[src/rtl/mtx_pkg.sv]
package mtx_pkg;

    localparam int WORD_W  = 16;
    localparam int SYNC_HB = 6;
    localparam int HALVES  = SYNC_HB + 2 * WORD_W + 2;

    typedef enum logic [1:0] {S_IDLE, S_SYNC, S_DATA, S_PAR} tx_state_e;
    typedef enum logic {F_ARMED, F_TRIPPED} fs_state_e;
    typedef enum logic {L_IDLE, L_WAIT} lb_state_e;

    function automatic logic [HALVES-1:0] build_halves(input logic [WORD_W-1:0] d,
                                                       input logic cmd);
        logic [HALVES-1:0] r;
        logic par;
        par = ~^d;
        r = '0;
        r[HALVES-1 -: SYNC_HB] = cmd ? 6'b111000 : 6'b000111;
        for (int i = 0; i < WORD_W; i++) begin
            r[HALVES-1-SYNC_HB-2*i -: 2] = d[WORD_W-1-i] ? 2'b10 : 2'b01;
        end
        r[1:0] = par ? 2'b10 : 2'b01;
        return r;
    endfunction

endpackage

[src/rtl/mtx_serializer.sv]
module mtx_serializer
    import mtx_pkg::*;
#(
    parameter int HALF_CYC = 25
) (
    input  logic              clk,
    input  logic              rst_n,
    input  logic              in_valid,
    output logic              in_ready,
    input  logic [WORD_W-1:0] in_data,
    input  logic              in_is_cmd,
    input  logic              abort,
    output logic              line,
    output logic              busy,
    output logic              word_done,
    output logic [WORD_W-1:0] done_data,
    output logic              done_cmd
);
    localparam int IDX_W    = $clog2(HALVES + 1);
    localparam int CYC_W    = (HALF_CYC > 1) ? $clog2(HALF_CYC) : 1;
    localparam int SYNC_END = SYNC_HB - 1;
    localparam int DATA_END = SYNC_HB + 2 * WORD_W - 1;
    localparam int LAST_HB  = HALVES - 1;

    tx_state_e         state_q, state_d;
    logic [IDX_W-1:0]  idx_q;
    logic [CYC_W-1:0]  cyc_q;
    logic [HALVES-1:0] pat_q;
    logic [WORD_W-1:0] data_q;
    logic              cmd_q;
    logic              half_end, last, accept;

    always_comb begin
        half_end = (cyc_q == CYC_W'(HALF_CYC - 1));
        last     = (state_q == S_PAR) && (idx_q == IDX_W'(LAST_HB)) && half_end;
        in_ready = !abort && ((state_q == S_IDLE) || last);
        accept   = in_valid && in_ready;
        state_d  = state_q;
        unique case (state_q)
            S_IDLE: if (accept) state_d = S_SYNC;
            S_SYNC: if (half_end && idx_q == IDX_W'(SYNC_END)) state_d = S_DATA;
            S_DATA: if (half_end && idx_q == IDX_W'(DATA_END)) state_d = S_PAR;
            S_PAR:  if (last) state_d = accept ? S_SYNC : S_IDLE;
            default: state_d = S_IDLE;
        endcase
        if (abort) state_d = S_IDLE;
    end

    always_ff @(posedge clk or negedge rst_n) begin
        if (!rst_n) state_q <= S_IDLE;
        else        state_q <= state_d;
    end

    always_ff @(posedge clk or negedge rst_n) begin
        if (!rst_n) begin
            idx_q  <= '0;
            cyc_q  <= '0;
            pat_q  <= '0;
            data_q <= '0;
            cmd_q  <= 1'b0;
        end else if (accept) begin
            idx_q  <= '0;
            cyc_q  <= '0;
            pat_q  <= build_halves(in_data, in_is_cmd);
            data_q <= in_data;
            cmd_q  <= in_is_cmd;
        end else if (state_q != S_IDLE) begin
            if (half_end) begin
                cyc_q <= '0;
                idx_q <= idx_q + 1'b1;
                pat_q <= pat_q << 1;
            end else begin
                cyc_q <= cyc_q + 1'b1;
            end
        end
    end

    always_comb begin
        busy      = (state_q != S_IDLE);
        line      = busy && pat_q[HALVES-1];
        word_done = last && !abort;
        done_data = data_q;
        done_cmd  = cmd_q;
    end

    p_idx_range_r5: assert property (@(posedge clk) disable iff (!rst_n)
        (state_q != S_IDLE) |-> (idx_q < IDX_W'(HALVES)));

    p_sync_flip_r2: assert property (@(posedge clk) disable iff (!rst_n)
        (state_q == S_SYNC && idx_q == IDX_W'(3) && cyc_q == '0) |-> (line != $past(line)));

    p_mid_bit_r3: assert property (@(posedge clk) disable iff (!rst_n)
        (state_q == S_DATA && idx_q[0] && cyc_q == '0) |-> (line != $past(line)));

endmodule

[src/rtl/mtx_failsafe.sv]
module mtx_failsafe
    import mtx_pkg::*;
#(
    parameter int LIMIT_CYC = 2500
) (
    input  logic clk,
    input  logic rst_n,
    input  logic busy,
    output logic expire,
    output logic timeout
);
    localparam int CNT_W = $clog2(LIMIT_CYC + 1);

    fs_state_e        state_q, state_d;
    logic [CNT_W-1:0] cnt_q;

    always_comb begin
        expire  = (state_q == F_ARMED) && busy && (cnt_q == CNT_W'(LIMIT_CYC - 1));
        state_d = state_q;
        unique case (state_q)
            F_ARMED:   if (expire) state_d = F_TRIPPED;
            F_TRIPPED: state_d = F_TRIPPED;
            default:   state_d = F_ARMED;
        endcase
    end

    always_ff @(posedge clk or negedge rst_n) begin
        if (!rst_n) state_q <= F_ARMED;
        else        state_q <= state_d;
    end

    always_ff @(posedge clk or negedge rst_n) begin
        if (!rst_n)    cnt_q <= '0;
        else if (busy) cnt_q <= cnt_q + 1'b1;
        else           cnt_q <= '0;
    end

    always_comb timeout = (state_q == F_TRIPPED);

    p_count_bound_r7: assert property (@(posedge clk) disable iff (!rst_n)
        (state_q == F_ARMED) |-> (cnt_q < CNT_W'(LIMIT_CYC)));

endmodule

[src/rtl/mtx_loopcheck.sv]
module mtx_loopcheck
    import mtx_pkg::*;
#(
    parameter int LOOP_WAIT = 8
) (
    input  logic              clk,
    input  logic              rst_n,
    input  logic              word_done,
    input  logic [WORD_W-1:0] done_data,
    input  logic              done_cmd,
    input  logic              rx_valid,
    input  logic [WORD_W-1:0] rx_data,
    input  logic              rx_is_cmd,
    input  logic              rx_parity,
    output logic              loop_fail
);
    localparam int CNT_W = $clog2(LOOP_WAIT + 1);

    lb_state_e         state_q, state_d;
    logic [WORD_W-1:0] exp_data;
    logic              exp_cmd;
    logic [CNT_W-1:0]  cnt_q;
    logic              fail_q, fail_d, mismatch, window_end;

    always_comb begin
        mismatch   = (rx_data != exp_data) || (rx_is_cmd != exp_cmd) || (rx_parity != ~^exp_data);
        window_end = (cnt_q == CNT_W'(LOOP_WAIT - 1));
        fail_d     = 1'b0;
        state_d    = state_q;
        unique case (state_q)
            L_IDLE: if (word_done) state_d = L_WAIT;
            L_WAIT: begin
                fail_d = rx_valid ? mismatch : (window_end || word_done);
                if (word_done)                    state_d = L_WAIT;
                else if (rx_valid || window_end)  state_d = L_IDLE;
            end
            default: state_d = L_IDLE;
        endcase
    end

    always_ff @(posedge clk or negedge rst_n) begin
        if (!rst_n) state_q <= L_IDLE;
        else        state_q <= state_d;
    end

    always_ff @(posedge clk or negedge rst_n) begin
        if (!rst_n) begin
            exp_data <= '0;
            exp_cmd  <= 1'b0;
            cnt_q    <= '0;
            fail_q   <= 1'b0;
        end else begin
            fail_q <= fail_d;
            if (word_done) begin
                exp_data <= done_data;
                exp_cmd  <= done_cmd;
                cnt_q    <= '0;
            end else if (state_q == L_WAIT) begin
                cnt_q <= cnt_q + 1'b1;
            end
        end
    end

    always_comb loop_fail = fail_q;

    p_window_r10: assert property (@(posedge clk) disable iff (!rst_n)
        (state_q == L_WAIT) |-> (cnt_q < CNT_W'(LOOP_WAIT)));

endmodule

[src/rtl/manch_word_tx.sv]
module manch_word_tx
    import mtx_pkg::*;
#(
    parameter int HALF_CYC   = 25,
    parameter int LIMIT_BITS = 50,
    parameter int LOOP_WAIT  = 8
) (
    input  logic        clk,
    input  logic        rst_n,
    input  logic        in_valid,
    output logic        in_ready,
    input  logic [15:0] in_data,
    input  logic        in_is_cmd,
    input  logic        en_a,
    input  logic        en_b,
    output logic        bus_a,
    output logic        bus_b,
    output logic        tx_busy,
    input  logic        rx_valid,
    input  logic [15:0] rx_data,
    input  logic        rx_is_cmd,
    input  logic        rx_parity,
    output logic        timeout,
    output logic        loop_fail
);
    localparam int LIMIT_CYC = LIMIT_BITS * 2 * HALF_CYC;

    logic              line, busy, expire, tripped, abort, word_done, done_cmd;
    logic [WORD_W-1:0] done_data;

    always_comb abort = expire || tripped;

    mtx_serializer #(.HALF_CYC(HALF_CYC)) u_ser (
        .clk(clk), .rst_n(rst_n), .in_valid(in_valid), .in_ready(in_ready),
        .in_data(in_data), .in_is_cmd(in_is_cmd), .abort(abort), .line(line),
        .busy(busy), .word_done(word_done), .done_data(done_data), .done_cmd(done_cmd)
    );

    mtx_failsafe #(.LIMIT_CYC(LIMIT_CYC)) u_fs (
        .clk(clk), .rst_n(rst_n), .busy(busy), .expire(expire), .timeout(tripped)
    );

    mtx_loopcheck #(.LOOP_WAIT(LOOP_WAIT)) u_lb (
        .clk(clk), .rst_n(rst_n), .word_done(word_done), .done_data(done_data),
        .done_cmd(done_cmd), .rx_valid(rx_valid), .rx_data(rx_data),
        .rx_is_cmd(rx_is_cmd), .rx_parity(rx_parity), .loop_fail(loop_fail)
    );

    always_comb begin
        bus_a   = line && en_a;
        bus_b   = line && en_b;
        tx_busy = busy;
        timeout = tripped;
    end

    p_timeout_sticky_r7: assert property (@(posedge clk) disable iff (!rst_n)
        timeout |=> timeout);

    p_halt_ready_r7: assert property (@(posedge clk) disable iff (!rst_n)
        timeout |-> (!in_ready && !tx_busy));

    p_quiet_idle_r6: assert property (@(posedge clk) disable iff (!rst_n)
        !tx_busy |-> (!bus_a && !bus_b));

endmodule

[config.mk]
export PLATFORM = sky130hd
export DESIGN_NAME = manch_word_tx
export DESIGN_NICKNAME = d
export VERILOG_FILES = /design/src/rtl/mtx_pkg.sv /design/src/rtl/mtx_serializer.sv /design/src/rtl/mtx_failsafe.sv /design/src/rtl/mtx_loopcheck.sv /design/src/rtl/manch_word_tx.sv
export SDC_FILE = /design/constraint.sdc
export NUM_CORES = 1
export LEC_CHECK = 0
export BUFFER_PORTS_ARGS = -buffer_cell sky130_fd_sc_hd__buf_2
export CORE_ASPECT_RATIO = 1.75
export CORE_MARGIN = 2
export CORE_UTILIZATION = 50
export DETAILED_ROUTE_END_ITERATION = 6
export GPL_TIMING_DRIVEN = 1
export PLACE_DENSITY = 0.72
export SYNTH_ARGS = -nofsm -noshare
export SYNTH_HDL_FRONTEND = slang
export SYNTH_SLANG_ARGS = --single-unit
export TNS_END_PERCENT = 10
[constraint.sdc]
create_clock -name clk -period 1.9 [get_ports clk]
set_input_delay 0.285 -clock clk [delete_from_list [all_inputs] [get_ports clk]]
set_output_delay 0.285 -clock clk [all_outputs]
set_load 0.02 [all_outputs]
==> metrics.yaml, run 1 <==
worst_setup_path:
  cp_cell_sequence: "inv_2, ha_4, and4b_2, a31o_4, nor2_4, buf_6"
  r2r_slack_ns: -0.04
  r2r_end: "u_ser.pat_q[0]$_DFFE_PN0P_"
  r2r_start: "u_ser.state_q[1]$_DFFE_PN0P_"
  crit_path_top_delay_cell: "dfrtp_1"
  cp-endpoint: "in_ready"
  reg2reg_depth: 8
  cp.required_ns: 1.62
  critPathArrivalTime_ns: 1.70
  critPathCaptureType: "output port"
  critical_path.max_stage_delay_ns: 0.39
  cp_max_fo: 2
  cp-startpoint: "u_ser.state_q[1]$_DFFE_PN0P_"
  crit_family: "flip-flops"
  worstSetupStartpointType: "flop"
  crit_cells: 6
  path_buf_inv: 2
  path_class: "reg2out"
die:
  ios: 47
  die_x_um: 81.5
  core_um2: 10200
  dieArea_um2: 11400
  rows: 49
  die_h_um: 140
  initial_core_util_pct: 51.4
synth:
  synthTopCellsByArea: "dfrtp_1 50%, xnor2_1 8.0%, nand2_1 7.9%"
  async_flop_share_pct: 100
  yosysWarnings: 0
  ys_seq_area_share_pct: 50.5
  syn_nets: 557
  ys.flop_type: "dfrtp_1"
  syn_inst: 505
  ys_seq_elements: 106
  syn_area_um2: 5260
  netlist.area_leader.share_pct: 50.5
  synth_cell_type_count: 46
  yosysTopAreaCell: "dfrtp_1"
  synth_area_per_cell_um2: 10.4
  synth_edf_count: 0
global_route:
  grt_pass1_vias: 3719
  antenna_found_initial: 0
  grt_pass1_wl_um: 17400
  grt_usage_pct: 19.9
  grt_max_degree: 38
  gr-total-overflow: 0
cells_and_area:
  mostFrequentLayoutCells: "110 x nand2_1, 106 x dfrtp_1, 48 x xnor2_1"
  drive_gt1_share_pct: 23.5
  nets: 635
  num-fill-cells: 832
  final_common_cell: "nand2_1"
  diodes: 0
  syn2layout_area_growth_pct: 21.3
  fin_cells: 715
sta:
  finalSetupViolCount: 6
  fin_ws_ns: -0.0893
  max_freq_ghz: 0.503
  skew_ns: 0.0122
  hold_violations: 0
  worstMarginPinSlew_ns: 0.417
  finalCritPeriodShare_pct: 105
  grt_setup_unrepaired: "yes"
  slew_viol_final: 0
  final.min_clock_period_ns: 1.99
  maxSlewHeadroom_pct: 72.0
clock_tree:
  worst_skew_pair.late_latency_ns: 0.35
  h-tree-depth: 3
  clock-root-buffer: "clkbuf_16"
  clk_path_buf_depth: 2
  cts_tree: "yes"
  cts_buffers: 9
  clk_pin_slew_worst_paths_ns: 0.07
  clock-sinks: 106
place:
  hpwlAfterDp_um: 7830
  place_inst: 692
  portBuffers: 46
  finalWeightedCongestion: 0.839
  place_ws_ns: -0.0579
routing:
  postRouteAntennaNets: 0
  drcViolationCount: 0
  top_layer: "met4"
  first_pass_iters: 6
  via_per_inst: 5.26
  routedLengthMet1_um: 4410
  wl_um: 10600
  met3_length_um: 297
  first_iter_violations: 168
  vias: 3759
  wl_met2_um: 5710
  detail_route.wl_per_cell_um: 14.9
power:
  leakagePower_nw: 3.01
  ir_worst_vdd_uv: 604
  p_per_area_nw_per_um2: 1210
status:
  violations: "setup timing"
  status: "finished, violations left"
worst_hold_path:
  worstHoldPathType: "in2reg"
  hold_start: "in_data[5]"
job:
  cap_viol_max_count: 0
## cells by family (layout without fill, tap and decap cells)
kind of cell | count (synthesis) | in the layout | share of synthesized area [%]
and+or+nand+nor | 194 | 194 | 17.4
DFF | 106 | 106 | 50.5
xor gates and xnor gates | 65 | 65 | 11.1
AOI/OAI and AO/OA | 59 | 59 | 7.43
muxes | 39 | 39 | 7.42
buffers and inverters | 31 | 114 | 3.57
adders and majority gates | 11 | 11 | 2.62
## flip-flops by register name (all words and copies together) (netlist names)
name             count
u_fs.cnt_q          12
u_fs.timeout         1
u_lb.cnt_q           4
u_lb.exp_cmd         1
u_lb.exp_data       16
u_lb.loop_fail       1
u_lb.state_q         1
u_ser.cyc_q          5
u_ser.done_cmd       1
u_ser.done_data     16
u_ser.idx_q          6
u_ser.pat_q         40
u_ser.state_q        2
## per-stage QoR
step	utilization (%)	TNS (ns)	hold slack (ns)	power (mW)	area (µm²)
detailed placement	57.4	-0.0895	0.211	5.70	5870
CTS	61.1	-0.445	0.176	7.63	6250
global placement	57.4	-0.00514	0.210	5.58	5870
finish	62.3	-0.207	0.184	7.72	6380
floorplan	-	0	-0.0106	4.79	5260
global route	62.3	-2.16	0.182	8.23	6380
## tightest hold or removal path, stage by stage
cell and delay, ns:
buf_2 0.11, nand2_2 0.05, nand2_1 0.05
## layout make-up
type / instances / area (µm²) / share of cell area, %
Tap cell: 127 / 159 / 2.49
Multi-Input combinational cell: 368 / 2510 / 39.4
Sequential cell: 106 / 2650 / 41.6
Timing Repair Buffer: 90 / 717 / 11.2
Clock buffer: 9 / 225 / 3.53
Inverter: 8 / 30.0 / 0.471
Clock inverter: 7 / 81.3 / 1.27
## power by group
part	internal, mW	switching (mW)
Clock	0.942	0.907
Combinational	1.22	1.28
Sequential	2.96	0.421
Total	5.12	2.61
## what timing repair did
item,4_1_cts,5_1_grt
setup endpoints to repair,11,75
hold buffers,1,0
resized for setup,13,19
pin swaps,5,4
setup buffers,2,3
cloned,0,1
hold endpoints to repair,20,0
## cells in the mapped netlist, drive strengths merged (5+ instances only)
cell type / n
dfrtp: 106
and3: 7
xor2: 16
xnor2: 48
inv: 8
clkbuf: 5
mux2i: 39
a21oi: 6
nor2: 31
nand3: 8
nand4: 8
nand2: 120
ha: 11
nor3: 5
a31oi: 5
buf: 18
o21ai: 20
a21boi: 19
## worst min-delay path by stage
stage	slack, ns	endpoint	depth (start not counted)
6_report	0.18	u_ser.done_data[5]$_DFFE_PN0P_	3
5_1_grt	0.18	u_ser.done_data[11]$_DFFE_PN0P_	3
4_1_cts	0.18	u_ser.done_data[6]$_DFFE_PN0P_	3
3_5_place_dp	0.21	u_fs.cnt_q[11]$_DFF_PN0_	1
3_3_place_gp	0.21	u_fs.cnt_q[9]$_DFF_PN0_	1
2_1_floorplan	-0.01	u_fs.cnt_q[0]$_DFF_PN0_	0
## routing by layer
metal | up-vias | global-route usage [%]
li1 | 1844 | -
met2 | 60 | 34.2
met5 | - | 0
met1 | 1838 | 24.4
met3 | 17 | 3.57
met4 | 0 | 7.05
(Power assumes the default switching activity.)
==> inputs of run 2 (changes only) <==
--- a/config.mk
+++ b/config.mk
@@ -12,6 +12,7 @@
 export DETAILED_ROUTE_END_ITERATION = 6
 export GPL_TIMING_DRIVEN = 1
 export PLACE_DENSITY = 0.72
+export SETUP_SLACK_MARGIN = 0.1
 export SYNTH_ARGS = -nofsm -noshare
 export SYNTH_HDL_FRONTEND = slang
 export SYNTH_SLANG_ARGS = --single-unit
==> run 2 against run 1 <==
The run still ends with setup timing left. Wire length rose by 16%. Sequential power rose by 3%. Fmax rose by 0.63%. Setup slack improved by 0.012 ns. Non-clock buffer count rose by 16. Clock-buffer cell count did not move.
==> metrics.yaml, run 2 (synthesis gave the netlist of run 1 again) <==
status:
  status: "finished, violations left"
  violations: "setup timing"
die:
  initial_core_util_pct: 51.4
  rows: 49
  dieArea_um2: 11400
  core_um2: 10200
  die_x_um: 81.5
  ios: 47
  die_h_um: 140
routing:
  first_pass_iters: 4
  detail_route.wl_per_cell_um: 16.9
  wl_um: 12300
  via_per_inst: 5.44
  vias: 3974
  first_iter_violations: 299
  drcViolationCount: 0
  postRouteAntennaNets: 0
sta:
  skew_ns: 0.00938
  finalCritPeriodShare_pct: 104
  hold_violations: 0
  worstMarginPinSlew_ns: 0.475
  slew_viol_final: 0
  max_freq_ghz: 0.506
  final.min_clock_period_ns: 1.98
  maxSlewHeadroom_pct: 68.4
  fin_ws_ns: -0.0769
  whs_ns: 0.191
  finalSetupViolCount: 4
  grt_setup_unrepaired: "yes"
worst_hold_path:
  worstHoldPathType: "in2reg"
clock_tree:
  clock-root-buffer: "clkbuf_16"
  worst_skew_pair.late_latency_ns: 0.35
  clock-sinks: 106
  h-tree-depth: 3
  cts_tree: "yes"
  cts_buffers: 9
  clk_pin_slew_worst_paths_ns: 0.08
  clk_path_buf_depth: 2
power:
  p_per_area_nw_per_um2: 1260
  ir_worst_vdd_uv: 696
  leakagePower_nw: 3.23
  power_mw: 8.66
worst_setup_path:
  critPathArrivalTime_ns: 1.69
  path_class: "reg2out"
  cp_max_fo: 4
  critPathCaptureType: "output port"
  cp.required_ns: 1.62
  worstSetupStartpointType: "flop"
global_route:
  met1_usage_pct: 27.1
  busiest_layer: "met2"
  antenna_found_initial: 0
  grt_max_degree: 49
  grt_pass1_vias: 3984
  grt_pass1_wl_um: 18800
  grtUsageMet3_pct: 3.37
  grt_usage_pct: 21.3
  gr-usage-met2_pct: 36.4
  gr-total-overflow: 0
cells_and_area:
  mostFrequentLayoutCells: "106 x dfrtp_1, 101 x nand2_1, 48 x xnor2_1"
  final_common_cell: "dfrtp_1"
  largest_reg_flops: 40
  regMostFlops: "u_ser.pat_q"
  syn2layout_area_growth_pct: 31.0
  ff_latch_area_um2: 2650
  num-fill-cells: 699
  drive_gt1_share_pct: 32.6
  multiInputGateArea_um2: 2760
  diodes: 0
  nets: 651
place:
  finalWeightedCongestion: 0.813
  place_ws_ns: -0.0587
  portBuffers: 46
  hpwlAfterDp_um: 7790
job:
  cap_viol_max_count: 0
-- run 2: final timing paths --
kind,startpoint,to,slack [ns],depth (start not counted)
max,u_ser.cyc_q[1]$_DFFE_PN0P_,in_ready,-0.08,7
min,in_data[9],u_ser.done_data[9]$_DFFE_PN0P_,0.19,3
max reg2reg,u_ser.state_q[0]$_DFFE_PN0P_,u_ser.state_q[1]$_DFFE_PN0P_,-0.04,8
min reg2reg,u_fs.cnt_q[0]$_DFF_PN0_,u_fs.cnt_q[0]$_DFF_PN0_,0.47,1
max in group asynchronous,rst_n,u_fs.cnt_q[3]$_DFF_PN0_,0.80,3
min in group asynchronous,rst_n,u_ser.pat_q[35]$_DFFE_PN0P_,0.44,2
-- run 2: stage by stage --
stage	setup TNS (ns)	cell area, µm²	instances	utilization [%]
after floorplan	0	5270	505	-
after global placement	-0.0185	5830	688	57.0
after detailed placement	-0.257	5830	688	57.0
after CTS	-0.0872	6360	717	62.1
after global routing	-0.749	6890	731	67.3
final	-0.157	6890	731	67.3
-- run 2: worst max-delay path, stage by stage (launching register included) --
cell	delay, ns
dfrtp_1	0.38
inv_1	0.06
ha_2	0.15
and4b_2	0.23
and4_4	0.26
nor2_4	0.05
nor2_4	0.10
buf_6	0.12
-- run 2: power by group --
group / leakage [nW] / internal, mW / switching [mW] / total, mW
clock network: 0.142 / 1.03 / 0.837 / 1.87
registers: 1.33 / 2.96 / 0.518 / 3.48
logic: 1.75 / 1.72 / 1.59 / 3.31
-- run 2: metal layers --
metal  vias up  part of all wire (%)
met1      1997                    40
met4         0                   2.0
met3        18                   3.5
met2        90                    55
li1       1869                     -
met5         -                     0
-- run 2: cell type report --
| cell class | count | share of cell area [%] |
|---|---|---|
| multi-input cells | 368 | 40.1 |
| flip-flops and latches | 106 | 38.5 |
| inverters | 8 | 0.436 |
| repair buffers | 106 | 14.2 |
| clock inverters | 7 | 1.11 |
| clock buffers | 9 | 3.27 |
| well taps | 127 | 2.31 |
-- run 2: what timing repair did --
item,in CTS,in global routing
pin swaps,6,20
endpoints found under the setup margin,64,92
setup buffers,11,10
hold buffers,1,0
cloned,1,4
hold endpoints to repair,32,0
gates resized for setup,25,100
